<file path="config.mk">
export PLATFORM = sky130hd
export DESIGN_NAME = dsadc_seq
export DESIGN_NICKNAME = d
export VERILOG_FILES = /design/src/rtl/dsadc_pkg.sv /design/src/rtl/dsadc_cmp_sync.sv /design/src/rtl/dsadc_phase_ctrl.sv /design/src/rtl/dsadc_seq.sv
export SDC_FILE = /design/constraint.sdc
export NUM_CORES = 1
export LEC_CHECK = 0
export BUFFER_PORTS_ARGS = -buffer_cell sky130_fd_sc_hd__clkbuf_2
export CAP_MARGIN = 20
export CELL_PAD_IN_SITES_DETAIL_PLACEMENT = 0
export CELL_PAD_IN_SITES_GLOBAL_PLACEMENT = 2
export CORE_MARGIN = 2
export CORE_UTILIZATION = 29
export DETAILED_ROUTE_END_ITERATION = 8
export PLACE_DENSITY = 0.85
export SLEW_MARGIN = 5
export SYNTH_ARGS = -nofsm -noshare
export SYNTH_HDL_FRONTEND = slang
export SYNTH_SLANG_ARGS = --single-unit
export TNS_END_PERCENT = 5
</file>
<file path="constraint.sdc">
create_clock -name clk -period 1.2 [get_ports clk]
set_input_delay 0.24 -clock clk [delete_from_list [all_inputs] [get_ports clk]]
set_output_delay 0.24 -clock clk [all_outputs]
set_load 0.02 [all_outputs]
</file>
<file path="src/rtl/dsadc_pkg.sv">
package dsadc_pkg;
  // encoding equals the phase-select code driven to the analog front end
  typedef enum logic [1:0] {
    PH_IZERO = 2'b00,
    PH_AZERO = 2'b01,
    PH_INTEG = 2'b10,
    PH_DEINT = 2'b11
  } phase_e;
endpackage

</file>
<file path="src/rtl/dsadc_cmp_sync.sv">
module dsadc_cmp_sync #(
  parameter int STAGES = 2
) (
  input  logic clk,
  input  logic rst_n,
  input  logic cmp_i,
  output logic lvl_o,
  output logic fall_o
);
  localparam int W = STAGES + 1;

  logic [W-1:0] sh_q;
  logic [W-1:0] sh_d;

  always_comb sh_d = {sh_q[W-2:0], cmp_i};

  always_ff @(posedge clk or negedge rst_n) begin
    if (!rst_n) sh_q <= '0;
    else        sh_q <= sh_d;
  end

  assign lvl_o  = sh_q[STAGES-1];
  assign fall_o = sh_q[STAGES] & ~sh_q[STAGES-1];
endmodule

</file>
<file path="src/rtl/dsadc_phase_ctrl.sv">
module dsadc_phase_ctrl
  import dsadc_pkg::*;
#(
  parameter int CW = 16
) (
  input  logic          clk,
  input  logic          rst_n,
  input  logic          go_i,
  input  logic [CW-1:0] int_len_i,
  input  logic [CW-1:0] az_len_i,
  input  logic [CW-1:0] deint_max_i,
  input  logic [CW-1:0] iz_max_i,
  input  logic          cmp_lvl_i,
  input  logic          cmp_fall_i,
  output phase_e        phase_o,
  output logic [CW-1:0] res_o,
  output logic          sign_o,
  output logic          vld_o,
  output logic          ovr_o,
  output logic          iz_err_o
);
  localparam logic [CW:0] ONE = {{CW{1'b0}}, 1'b1};

  phase_e        st_q, st_d;
  logic [CW-1:0] cnt_q, cnt_d;
  logic [CW:0]   cnt_p1;
  logic [CW-1:0] az_eff;
  logic [CW-1:0] res_q, res_d;
  logic          res_en, ovr_q, ovr_d;
  logic          sign_q, sign_en;
  logic          vld_q;
  logic          izerr_q, izerr_set, izerr_clr;

  assign cnt_p1 = {1'b0, cnt_q} + ONE;
  assign az_eff = (az_len_i == '0) ? int_len_i : az_len_i;

  always_comb begin
    st_d      = st_q;
    res_en    = 1'b0;
    res_d     = res_q;
    ovr_d     = ovr_q;
    sign_en   = 1'b0;
    izerr_set = 1'b0;
    izerr_clr = 1'b0;
    unique case (st_q)
      PH_AZERO: if (go_i && cnt_p1 >= {1'b0, az_eff}) begin
        st_d      = PH_INTEG;
        izerr_clr = 1'b1;
      end
      PH_INTEG: if (cnt_p1 >= {1'b0, int_len_i}) begin
        st_d    = PH_DEINT;
        sign_en = 1'b1;
      end
      PH_DEINT: begin
        if (cmp_fall_i) begin
          st_d   = PH_IZERO;
          res_en = 1'b1;
          res_d  = cnt_q;
          ovr_d  = 1'b0;
        end else if (cnt_p1 >= {1'b0, deint_max_i}) begin
          st_d   = PH_IZERO;
          res_en = 1'b1;
          res_d  = deint_max_i;
          ovr_d  = 1'b1;
        end
      end
      PH_IZERO: begin
        if (cmp_lvl_i) begin
          st_d = PH_AZERO;
        end else if (cnt_p1 >= {1'b0, iz_max_i}) begin
          st_d      = PH_AZERO;
          izerr_set = 1'b1;
        end
      end
      default: st_d = PH_AZERO;
    endcase
    if (st_d != st_q)  cnt_d = '0;
    else if (cnt_p1[CW]) cnt_d = cnt_q;
    else               cnt_d = cnt_p1[CW-1:0];
  end

  always_ff @(posedge clk or negedge rst_n) begin
    if (!rst_n) begin
      st_q    <= PH_AZERO;
      cnt_q   <= '0;
      res_q   <= '0;
      ovr_q   <= 1'b0;
      sign_q  <= 1'b0;
      vld_q   <= 1'b0;
      izerr_q <= 1'b0;
    end else begin
      st_q  <= st_d;
      cnt_q <= cnt_d;
      vld_q <= res_en;
      if (res_en) begin
        res_q <= res_d;
        ovr_q <= ovr_d;
      end
      if (sign_en) sign_q <= cmp_lvl_i;
      if (izerr_set)      izerr_q <= 1'b1;
      else if (izerr_clr) izerr_q <= 1'b0;
    end
  end

  assign phase_o  = st_q;
  assign res_o    = res_q;
  assign sign_o   = sign_q;
  assign vld_o    = vld_q;
  assign ovr_o    = ovr_q;
  assign iz_err_o = izerr_q;

  // phase only advances one step along the cycle
  p_phase_step_r2: assert property (@(posedge clk) disable iff (!rst_n)
    !$stable(st_q) |-> (2'(st_q - $past(st_q)) == 2'd1));

  // sign updates only at the integrate-to-deintegrate step
  p_sign_window_r4: assert property (@(posedge clk) disable iff (!rst_n)
    !$stable(sign_q) |-> ($past(st_q) == PH_INTEG && st_q == PH_DEINT));

  // strobe is a single cycle
  p_valid_single_r5: assert property (@(posedge clk) disable iff (!rst_n)
    vld_q |=> !vld_q);

  // strobe appears only on the first integrator-zero cycle
  p_valid_place_r5: assert property (@(posedge clk) disable iff (!rst_n)
    vld_q |-> (st_q == PH_IZERO && $past(st_q) == PH_DEINT));

  // latched magnitude never exceeds the programmed limit
  p_result_limit_r6: assert property (@(posedge clk) disable iff (!rst_n)
    vld_q |-> (res_q <= deint_max_i));

  // a clean exit from integrator zero follows a high comparator
  p_iz_exit_r7: assert property (@(posedge clk) disable iff (!rst_n)
    ($past(st_q) == PH_IZERO && st_q == PH_AZERO && !$rose(izerr_q)) |-> $past(cmp_lvl_i));
endmodule

</file>
<file path="src/rtl/dsadc_seq.sv">
module dsadc_seq
  import dsadc_pkg::*;
#(
  parameter int CW          = 16,
  parameter int SYNC_STAGES = 2
) (
  input  logic          clk,
  input  logic          rst_n,
  input  logic          start_i,
  input  logic          cont_i,
  input  logic [CW-1:0] int_len_i,
  input  logic [CW-1:0] az_len_i,
  input  logic [CW-1:0] deint_max_i,
  input  logic [CW-1:0] iz_max_i,
  input  logic          cmp_i,
  output logic [1:0]    ab_o,
  output logic [CW-1:0] result_o,
  output logic          sign_o,
  output logic          valid_o,
  output logic          ovr_o,
  output logic          iz_err_o
);
  logic [1:0] rsync_q;
  logic       rst_s_n;
  logic       cmp_lvl, cmp_fall;
  phase_e     phase;

  // asynchronous assertion, synchronous release
  always_ff @(posedge clk or negedge rst_n) begin
    if (!rst_n) rsync_q <= 2'b00;
    else        rsync_q <= {rsync_q[0], 1'b1};
  end
  assign rst_s_n = rsync_q[1];

  dsadc_cmp_sync #(.STAGES(SYNC_STAGES)) u_sync (
    .clk    (clk),
    .rst_n  (rst_s_n),
    .cmp_i  (cmp_i),
    .lvl_o  (cmp_lvl),
    .fall_o (cmp_fall)
  );

  dsadc_phase_ctrl #(.CW(CW)) u_ctrl (
    .clk         (clk),
    .rst_n       (rst_s_n),
    .go_i        (start_i | cont_i),
    .int_len_i   (int_len_i),
    .az_len_i    (az_len_i),
    .deint_max_i (deint_max_i),
    .iz_max_i    (iz_max_i),
    .cmp_lvl_i   (cmp_lvl),
    .cmp_fall_i  (cmp_fall),
    .phase_o     (phase),
    .res_o       (result_o),
    .sign_o      (sign_o),
    .vld_o       (valid_o),
    .ovr_o       (ovr_o),
    .iz_err_o    (iz_err_o)
  );

  assign ab_o = 2'(phase);
endmodule

</file>
### After elaboration in Yosys (flattened, before gate mapping)

Index checks and enable logic that the tools add are counted.

* input bits: 69
* bits in registers: 43
* word-level logic and storage cells: 54
* output and inout bits: 22

* order comparisons: 4
* reductions and logical operators: 6
* bitwise logic cells: 3
* $add $sub $neg: 1
* equal/unequal tests: 5
* muxes and demuxes: 26

Operators by type and width (number)
* 16-bit two-way mux: 5
* 17-bit by 16-bit >= comparator with 1-bit output: 4
* 16-bit by 1-bit adder with 17-bit output (second input constant): 1
* 16-bit zero test: 1
* 1-bit two-way mux: 14
* 2-bit two-way mux: 6
* 2-bit one-hot mux with 4 select lines: 1
* 2-bit == test (second input constant): 2
* 2-bit nonzero test: 2
* 3-bit AND reduction: 1
* 2-bit by 1-bit == test with 1-bit output (second input constant): 1
* 2-bit zero test: 1
* 2-bit inequality test: 1
* 2-bit inequality test (second input constant): 1
* 1-bit AND: 1
* 1-bit logical AND: 1
* 1-bit NOT: 1
* 1-bit OR: 1

### Logic depth before layout (Yosys ltp)

Gate-level depths: netlist of run 1.

* depth after elaboration: 8
* mapped depth: 14
* mapped depth without buffers: 13

### Cells and area by module

From an unflattened synthesis of run 1, not the netlist that was laid out.

* cell total of the unflattened synthesis: 429
* area total of the unflattened synthesis: 3693.5 sq um

By module, submodules not included
* dsadc_phase_ctrl: sequential area each 952.2 sq um, cells each 421, times used 1, area each 3544.6 sq um
* dsadc_cmp_sync: sequential area each 75.1 sq um, cells each 4, times used 1, area each 88.8 sq um
* dsadc_seq: sequential area each 50.0 sq um, cells each 4, times used 1, area each 60.1 sq um

### Worst setup path before layout of run 1

OpenSTA, ideal clock, no wires.

* path kind: register to register
* from: reg u_ctrl.cnt_q[0]
* to: reg u_ctrl.cnt_q[4]
* arrival time: 3070 ps
* stages on the path, launching flop included: 14
* setup time: 72 ps
* path slack: -1942 ps
* path buffers: 1
* required time: 1128 ps
* period minus slack after synthesis: 3142 ps
* path through: dfrtp_1 -> ha_1 -> and4_4 -> nand2_1 -> xnor2_1 -> ha_1 -> a211o_1 -> o211ai_1 -> a21oi_1 -> o41ai_1 -> a31o_2 -> nand4_4 -> buf_6 -> nor2_1

* cells in the longest elaborated chain, start to end: 7
* elaborated cells between the ends (all ways): 17
* those cells by class: add/sub: 1; order compare: 4; eq/ne: 2; mux: 9; reduce/logical: 1

Ends and longest elaborated chain
* start, declared: RTL line dsadc_phase_ctrl.sv:25 `logic [CW-1:0] cnt_q, cnt_d;`
* start signal, assigned: RTL line dsadc_phase_ctrl.sv:93 `cnt_q <= cnt_d;`
* 16-bit by 1-bit adder with 17-bit output *: RTL line dsadc_phase_ctrl.sv:34 `assign cnt_p1 = {1'b0, cnt_q} + ONE;`
* 17-bit by 16-bit >= comparator with 1-bit output (on tied branches): RTL line dsadc_phase_ctrl.sv:70, dsadc_phase_ctrl.sv:46, dsadc_phase_ctrl.sv:60
* 2-bit two-way mux, or another cell as far along: RTL line dsadc_phase_ctrl.sv:70 `end else if (cnt_p1 >= {1'b0, iz_max_i}) begin`
* 2-bit two-way mux (on tied branches): RTL line dsadc_phase_ctrl.sv:68, dsadc_phase_ctrl.sv:46, dsadc_phase_ctrl.sv:55
* 2-bit one-hot mux with 4 select lines: RTL line dsadc_phase_ctrl.sv:45 `unique case (st_q)`
* 2-bit inequality test: RTL line dsadc_phase_ctrl.sv:77 `if (st_d != st_q) cnt_d = '0;`
* 2-bit inequality test (no line) / 16-bit two-way mux (equally long branches)

Mark *: on every way between the ends. The rest lies on a longest branch, timed or not. The select of a mux whose other input is x is not followed.
A chain may end at the register's enable or synchronous reset.

### Worst setup path after layout of run 1

* from: reg u_ctrl.cnt_q[5]
* to: reg u_ctrl.cnt_q[2]

The elaborated chain is that of the path after synthesis.

==> out/qor.txt, run 1 <==
Status: complete, but fails checks
Failing checks: setup timing
Site Rows: 41
Crit path to: u_ctrl.cnt_q[2]$_DFFE_PN0P_
WP depth: 14
Total Routing Usage GR: 16.3%
Crit path max fanout: 8
First-pass GRT wire length: 17.6 mm
Area leader, netlist: dfrtp_1
1st-iter DRT viols: 120
Post-Syn Area: 3690 sq um
Clock buffer depth: 2
Clock slew at reported path FFs: 0.06 ns
Final worst slack: -1.97 ns
Top cells by area, synth: dfrtp_1 (28%), ha_1 (22%), inv_1 (5.1%)
Leak Pwr: 0.00316 uW
Syn nets: 554
Reg-to-Reg Start: u_ctrl.cnt_q[5]$_DFFE_PN0P_
CTS root buf: clkbuf_16
Final net count: 765
Chip height: 117 um
# setup viols final: 40
Max Fclk: 315 MHz
Clock Skews: 0.00728 ns
Synth top area share: 28.5%
GRT overflow: 0
Width of the die: 117 um
Top-Level Pins: 91
Syn. warnings: 0
Min Tclk post-route: 3.17 ns
Reg2reg end: u_ctrl.cnt_q[2]$_DFFE_PN0P_
Post-synthesis sequential area ratio: 29.2%
EDFF count, synth: 0
Initial antenna violation count: 0
Slew Viols, Final: 0
Asr flop ratio synth: 100%
Gpl congestion: 0.892
Clock sink count: 43
Area of placed instances: 5140 sq um
Hold_sp: cmp_i
Clk_lat worst skew: 0.28 ns
Power per cell area: 1500 nW/um^2
CP bufs+invs: 2
Critical path origin: u_ctrl.cnt_q[5]$_DFFE_PN0P_
Die ar.: 13700 sq um
CTS tree: yes
Final critical-path share of the clock period: 264%
Layout cell share with drive strength beyond 1: 44.3%
CP cell instances: and4_4 -> and3_4 -> nand4_1 -> buf_6 -> nor2_4 -> xor2_4 -> ha_4 -> o211ai_1 -> a21oi_2 -> o41ai_2 -> a31o_2 -> nand4_4 -> buf_8 -> nor2_2
R2R cell count: 14
WS Path Type: flip-flop to flip-flop
Unique masters post-synth: 50
Starting Density: 29.5%
Post-DR vias/cell: 4.63
Post-route cell area: 5760 sq um
Crit-path slowest cell: dfrtp_1
Total power: 8660 uW
Hold Crit Class: primary input to flip-flop
Number of global-route vias before repair: 3722
Max Cap Violations: 0
Layout fillers: 1235
P&R area growth vs syn: 56.0%
Critical Path AT: 3.39 ns
Hold Vio Cnt, Final: 0
Post-Syn Instances: 420
Ant. Diodes: 0
Ys flop type: dfrtp_1
1st-pass router iterations: 4
Post-DP HPWL: 9.27 mm
Cell family with most CP delay: simple AND/OR/NAND/NOR gates
RSZ-0062 raised after global routing: true
Setup slack, reg-to-reg: -1.97 ns
Vias: 3721
Largest net degree at the start of global routing: 42
Setup TNS: -71.79 ns
Core ar.: 12500 sq um
Drt total wl: 11.4 mm
CTS Buf Count: 5
Worst hold stages: 1
Antenna-violating nets left: 0
Peak supply drop: 0.603 mV
Crit. End Element: flip-flop
Residual DRC: 0
Avg Synthesized Cell Area: 8.79 sq um
Crit start category: flip-flop
Seq cells post-synth: 43
H-Tree Depth: 2
Routed len/inst: 14.2 um
Number of port buffers: 90
Critical Path RT: 1.41 ns
CP max stage delay: 0.38 ns
-- cell usage after synthesis, types with 2 or more instances --
| cell | count |
|---|---|
| nand2b_1 | 3 |
| inv_1 | 50 |
| and3_4 | 2 |
| mux2i_1 | 16 |
| nor2_1 | 37 |
| o211ai_1 | 4 |
| buf_2 | 2 |
| nor2b_1 | 4 |
| nand2_1 | 30 |
| nand4_1 | 10 |
| nor4_1 | 5 |
| o21bai_1 | 2 |
| dfrtp_1 | 42 |
| o31ai_1 | 3 |
| a21oi_1 | 32 |
| and4_4 | 2 |
| nor3_1 | 5 |
| mux2_2 | 2 |
| ha_1 | 65 |
| a211oi_1 | 5 |
| clkbuf_1 | 5 |
| buf_6 | 3 |
| xnor2_1 | 10 |
| a21o_1 | 5 |
| and4_1 | 4 |
| o41ai_1 | 2 |
| o21ai_0 | 26 |
| xor2_1 | 5 |
| and3_1 | 5 |
| nand3_1 | 14 |
-- routing by layer --
layer,vias up,part of all wire [%],global-route usage [%]
met5,-,0,0
met4,0,1.3,3.84
met3,8,4.2,1.75
met2,90,48,28.1
met1,1709,47,22.1
li1,1914,-,-
-- cell families (layout without fill, tap and decap cells) --
kind of cell               after synthesis  in the layout  share of synthesized area [%]
AOI/OAI and AO/OA                       92             92                           15.8
muxes                                   18             18                           4.95
xor gates and xnor gates                15             15                           3.56
adders and majority gates               65             65                           22.0
buffers and inverters                   60            272                           6.78
and+or+nand+nor                        126            126                           17.7
other                                    1              1                          0.102
DFF                                     43             43                           29.2
-- worst min-delay path by stage --
stage | endpoint | slack [ns]
finish | u_sync.sh_q[0]$_DFF_PN0_ | 0.06
global route | u_sync.sh_q[0]$_DFF_PN0_ | 0.06
CTS | u_sync.sh_q[0]$_DFF_PN0_ | 0.06
detailed placement | rsync_q[0]$_DFF_PN0_ | 0.03
global placement | rsync_q[0]$_DFF_PN0_ | 0.03
floorplan | rsync_q[0]$_DFF_PN0_ | -0.06
-- stage by stage --
step	worst slack (ns)	hold WS [ns]	util [%]	cells
after floorplan	-1.76	-0.0556	-	420
after global placement	-2.19	0.0257	41.1	778
after detailed placement	-2.28	0.0317	41.1	778
after CTS	-1.97	0.0649	43.7	791
after global routing	-2.14	0.0625	46.0	804
final	-1.97	0.0633	46.0	804
-- power by group --
part	internal, uW	switching (uW)
Combinational	2460	2730
Clock	767	516
Sequential	1920	273
-- cell type report --
class                      count  area, sq um  area share, %
multi-input combinational    317         2690           46.7
timing repair buffer         214         1450           25.1
sequential                    43         1080           18.7
tap                          172          215           3.73
inverter                      50          188           3.26
clock buffer                   6          129           2.24
clock inverter                 2         12.5          0.217
-- state kept, by name (all words and copies together) (netlist names) --
register / flops
u_ctrl.cnt_q: 16
u_ctrl.res_o: 16
u_sync.sh_q: 3
rsync_q: 2
u_ctrl.phase_o: 2
u_ctrl.iz_err_o: 1
u_ctrl.ovr_o: 1
u_ctrl.sign_o: 1
u_ctrl.vld_o: 1
-- placed cells by master (no fill, tap or decap), types with 16 or more instances in the layout --
| master | synthesis | final |
|---|---|---|
| clkbuf_2 | 0 | 89 |
| ha_1 | 65 | 61 |
| inv_1 | 50 | 50 |
| dfrtp_1 | 42 | 41 |
| mux2i_1 | 16 | 16 |
| nor2_1 | 37 | 25 |
| a21oi_1 | 32 | 30 |
| nand2_1 | 30 | 29 |
| buf_4 | 0 | 114 |
| o21ai_0 | 26 | 24 |
-- what timing repair did --
action,in CTS,in global routing
hold buffers,1,0
setup buffers,4,13
endpoints found under the hold margin,2,0
pin swaps,10,36
resized for setup,31,35
endpoints found under the setup margin,40,40
Power figures use the tool's default switching activity.
==> run 2: changes to the inputs <==
--- a/config.mk
+++ b/config.mk
@@ -12,9 +12,11 @@
 export CORE_MARGIN = 2
 export CORE_UTILIZATION = 29
 export DETAILED_ROUTE_END_ITERATION = 8
-export PLACE_DENSITY = 0.85
+export PLACE_DENSITY = 0.86
+export RECOVER_POWER = 100
 export SLEW_MARGIN = 5
 export SYNTH_ARGS = -nofsm -noshare
 export SYNTH_HDL_FRONTEND = slang
+export SYNTH_HIERARCHICAL = 1
 export SYNTH_SLANG_ARGS = --single-unit
 export TNS_END_PERCENT = 5
==> run 2 against run 1 <==
Effect of this change:
- the flow still finishes with violations (setup timing)
- area after synthesis did not move
- design area fell by 3.3%
- worst hold slack got worse by 0.0069 ns
- wire length fell by 0.90%
- critical endpoint is now u_ctrl/cnt_q[14]$_DFFE_PN0P_
==> out/qor.txt, run 2 <==
Status: complete, but fails checks
Failing checks: setup timing
Total Routing Usage GR: 17.1% (+0.73 points)
Layout cell share with drive strength beyond 1: 37.2% (-7.1 points)
Hold Crit Class: primary input to flip-flop
Critical path origin: u_ctrl/cnt_q[1]$_DFFE_PN0P_
Final worst slack: -1.97 ns (+0.00273 ns)
Relative slew slack: 63.4%
Gpl congestion: 0.816 (-8.5%)
CTS tree: yes
Clock sink count: 43 (unchanged)
Mux cell area share after synthesis: 5.18% (+0.24 points)
Leak Pwr: 0.00302 uW (-4.5%)
Initial antenna violation count: 0 (unchanged)
Slew @ Worst Pin: 0.550 ns
Width of the die: 117 um (unchanged)
Starting Density: 29.5% (unchanged)
Largest net degree at the start of global routing: 42 (unchanged)
Seq cells post-synth: 43 (unchanged)
Peak supply drop: 0.612 mV (+1.5%)
Hold Slack: 0.0565 ns (-0.00685 ns)
Syn. warnings: 6 (+6)
R2R cell count: 13 (-1)
Total power: 5990 uW (-31%)
EDFF count, synth: 0 (unchanged)
RSZ-0062 raised after global routing: true
Clock Skews: 0.00968 ns (+0.00240 ns)
Number of port buffers: 90 (unchanged)
Ant. Diodes: 0 (unchanged)
Post-synth top cells: ha_1 (65), inv_1 (52), nor2_1 (44)
Die ar.: 13700 sq um (unchanged)
Post-Synth Simple-Gate Area: 19.0% (+1.3 points)
Max Fclk: 316 MHz (about the same)
WS Path Type: flip-flop to flip-flop
Min Tclk post-route: 3.17 ns (-0.00273 ns)
Hold Vio Cnt, Final: 0 (unchanged)
Max Cap Violations: 0 (unchanged)
1st-pass router iterations: 4 (unchanged)
Area leader, netlist: dfrtp_1
Critical Path AT: 3.38 ns (about the same)
Power per cell area: 1070 nW/um^2 (-28%)
1st-iter DRT viols: 132 (+10%)
Chip height: 117 um (unchanged)
Slew Viols, Final: 0 (unchanged)
Reg power frac: 28.2% (+2.9 points)
First-pass GRT wire length: 18.2 mm (+3.1%)
GRT overflow: 0 (unchanged)
Post-Syn Instances: 429 (+2.1%)
Most common cell after layout, fill and taps aside: buf_4
Reg-to-Reg Start: u_ctrl/cnt_q[1]$_DFFE_PN0P_
Vias: 3760 (+1.0%)
P&R area growth vs syn: 50.9%
CP max stage delay: 0.42 ns (+0.04 ns)
P_sw: 2010 uW (-43%)
Clock slew at reported path FFs: 0.07 ns (about the same)
Final net count: 770 (+0.65%)
XOR/XNOR Fraction of Synth Area: 3.56% (unchanged)
Area of placed instances: 5210 sq um (+1.3%)
Switching Fraction: 33.6% (-7.0 points)
Drt total wl: 11.3 mm (-0.90%)
Post-DR vias/cell: 4.65 (+0.42%)
Synth top area share: 28.5% (unchanged)
Final critical-path share of the clock period: 264% (about the same)
Post-DP HPWL: 9.45 mm (+2.0%)
Compound-Gate Fraction of Synth Area: 14.2% (-1.5 points)
Top-Level Pins: 91 (unchanged)
Worst hold stages: 1 (unchanged)
Routed len/inst: 14.0 um (-1.5%)
Post-route cell area: 5570 sq um (-3.3%)
Core ar.: 12500 sq um (unchanged)
Clock power frac: 26.2% (+11 points)
Post-Place Worst Slack: -2.04 ns (+0.236 ns)
Antenna-violating nets left: 0 (unchanged)
Site Rows: 41 (unchanged)
Crit path max fanout: 8 (unchanged)
Ys flop type: dfrtp_1
CTS root buf: clkbuf_16
Crit. End Element: flip-flop
Power Internal: 3970 uW (-23%)
Clock buffer depth: 2 (unchanged)
Post-Syn Area: 3690 sq um (unchanged)
Post-Synth Adder-Cell Area: 22.0% (unchanged)
Crit start category: flip-flop
Clk_lat worst skew: 0.29 ns (about the same)
# setup viols final: 40 (unchanged)
Asr flop ratio synth: 100% (unchanged)
Post-synthesis sequential area ratio: 29.2% (unchanged)
Main combinational cell family by area after synthesis: adder cells
H-Tree Depth: 2 (unchanged)
Commonest cells after routing, fill and taps aside: buf_4 (113), clkbuf_2 (70), ha_1 (64), inv_1 (52), dfrtp_1 (41)
Hold_sp: cmp_i
Top cells by area, synth: dfrtp_1 (28%), ha_1 (22%), inv_1 (5.3%)
Most common cell in the netlist: ha_1
CTS Buf Count: 5 (unchanged)
Unique masters post-synth: 54 (+8.0%)
Critical Path RT: 1.41 ns (about the same)
Syn nets: 563 (+1.6%)
Number of global-route vias before repair: 3782 (+1.6%)
Combinational Power Share: 45.7% (-14 points)
Avg Synthesized Cell Area: 8.61 sq um (-2.1%)
Residual DRC: 0 (unchanged)
CP cell instances: ha_4 -> nand2_2 -> nor3_4 -> nand3_2 -> xnor2_4 -> ha_1 -> nand2_1 -> a2bb2oi_2 -> a21oi_1 -> o41a_1 -> o21ai_4 -> nand4b_4 -> nor2_1
Crit-path slowest cell: dfrtp_1
[run 2: kinds of logic (layout without fill, tap and decap cells)]
| group | count (synthesis) | in the layout |
|---|---|---|
| multiplexers | 19 | 19 |
| adder cells (fa/ha/maj) | 65 | 65 |
| AO/OA/AOI/OAI | 86 | 86 |
| other | 1 | 1 |
| XOR/XNOR | 15 | 15 |
| buffers and inverters | 62 | 269 |
| AND/OR/NAND/NOR | 138 | 139 |
| flip-flops | 43 | 43 |
[run 2: repair_timing]
item                                   4_1_cts  5_1_grt
buffers inserted                            10        2
endpoints found under the hold margin        2        0
pin swaps                                   34       19
setup endpoints to repair                   40       40
resized for setup                           14       14
hold buffers                                 1        0
gates cloned                                 1        0
[run 2: worst paths after layout]
| check | slack, ns | end |
|---|---|---|
| worst min-delay path | 0.06 | u_sync/sh_q[0]$_DFF_PN0_ |
| max in group asynchronous | 0.45 | u_ctrl/cnt_q[0]$_DFFE_PN0P_ |
| worst min register to register | 0.35 | u_sync/sh_q[0]$_DFF_PN0_ |
| worst max-delay path | -1.97 | u_ctrl/cnt_q[14]$_DFFE_PN0P_ |
| worst max register to register | -1.97 | u_ctrl/cnt_q[14]$_DFFE_PN0P_ |
| min in group asynchronous | 0.27 | rsync_q[0]$_DFF_PN0_ |
[run 2: per-layer routing]
metal	up-vias	share of wire, %	GRT usage, %
li1	1947	-	-
met1	1704	47	22.8
met2	97	47	29.6
met3	12	3.9	1.91
met4	0	1.4	4.16
met5	-	0	0
[run 2: area by class of cell]
| cell class | count | area (sq um) |
|---|---|---|
| well taps | 172 | 215 |
| clock buffers | 5 | 125 |
| inverters | 52 | 195 |
| clock inverters | 3 | 47.5 |
| repair buffers | 209 | 1350 |
| multi-input cells | 325 | 2560 |
| fillers | 1255 | 6940 |
| flip-flops and latches | 43 | 1080 |
[run 2: critical path, delay by kind of cell, from the launching register on]
kind	cells	cell delay, ns
and+or+nand+nor	6	1.02
AOI/OAI and AO/OA	4	0.93
adders and majority gates	2	0.48
DFF	1	0.42
xor gates and xnor gates	1	0.25
[run 2: power by group through the flow]
| stage | Clock (uW) | Sequential (uW) | Combinational, uW |
|---|---|---|---|
| 2_1_floorplan | 0 | 1790 | 1170 |
| 3_3_place_gp | 0 | 1710 | 2440 |
| 3_5_place_dp | 0 | 1720 | 2530 |
| 4_1_cts | 1590 | 1690 | 2670 |
| 5_1_grt | 1640 | 1700 | 3070 |
| 6_report | 1570 | 1690 | 2740 |
[run 2: per-stage QoR]
step / utilization, % / TNS, ns / instances
final: 44.5 / -72.58 / 809
after global routing: 44.5 / -80.49 / 809
after global placement: 41.6 / -70.88 / 787
after detailed placement: 41.6 / -73.77 / 787
after CTS: 44.4 / -73.10 / 807
after floorplan: - / -67.11 / 429
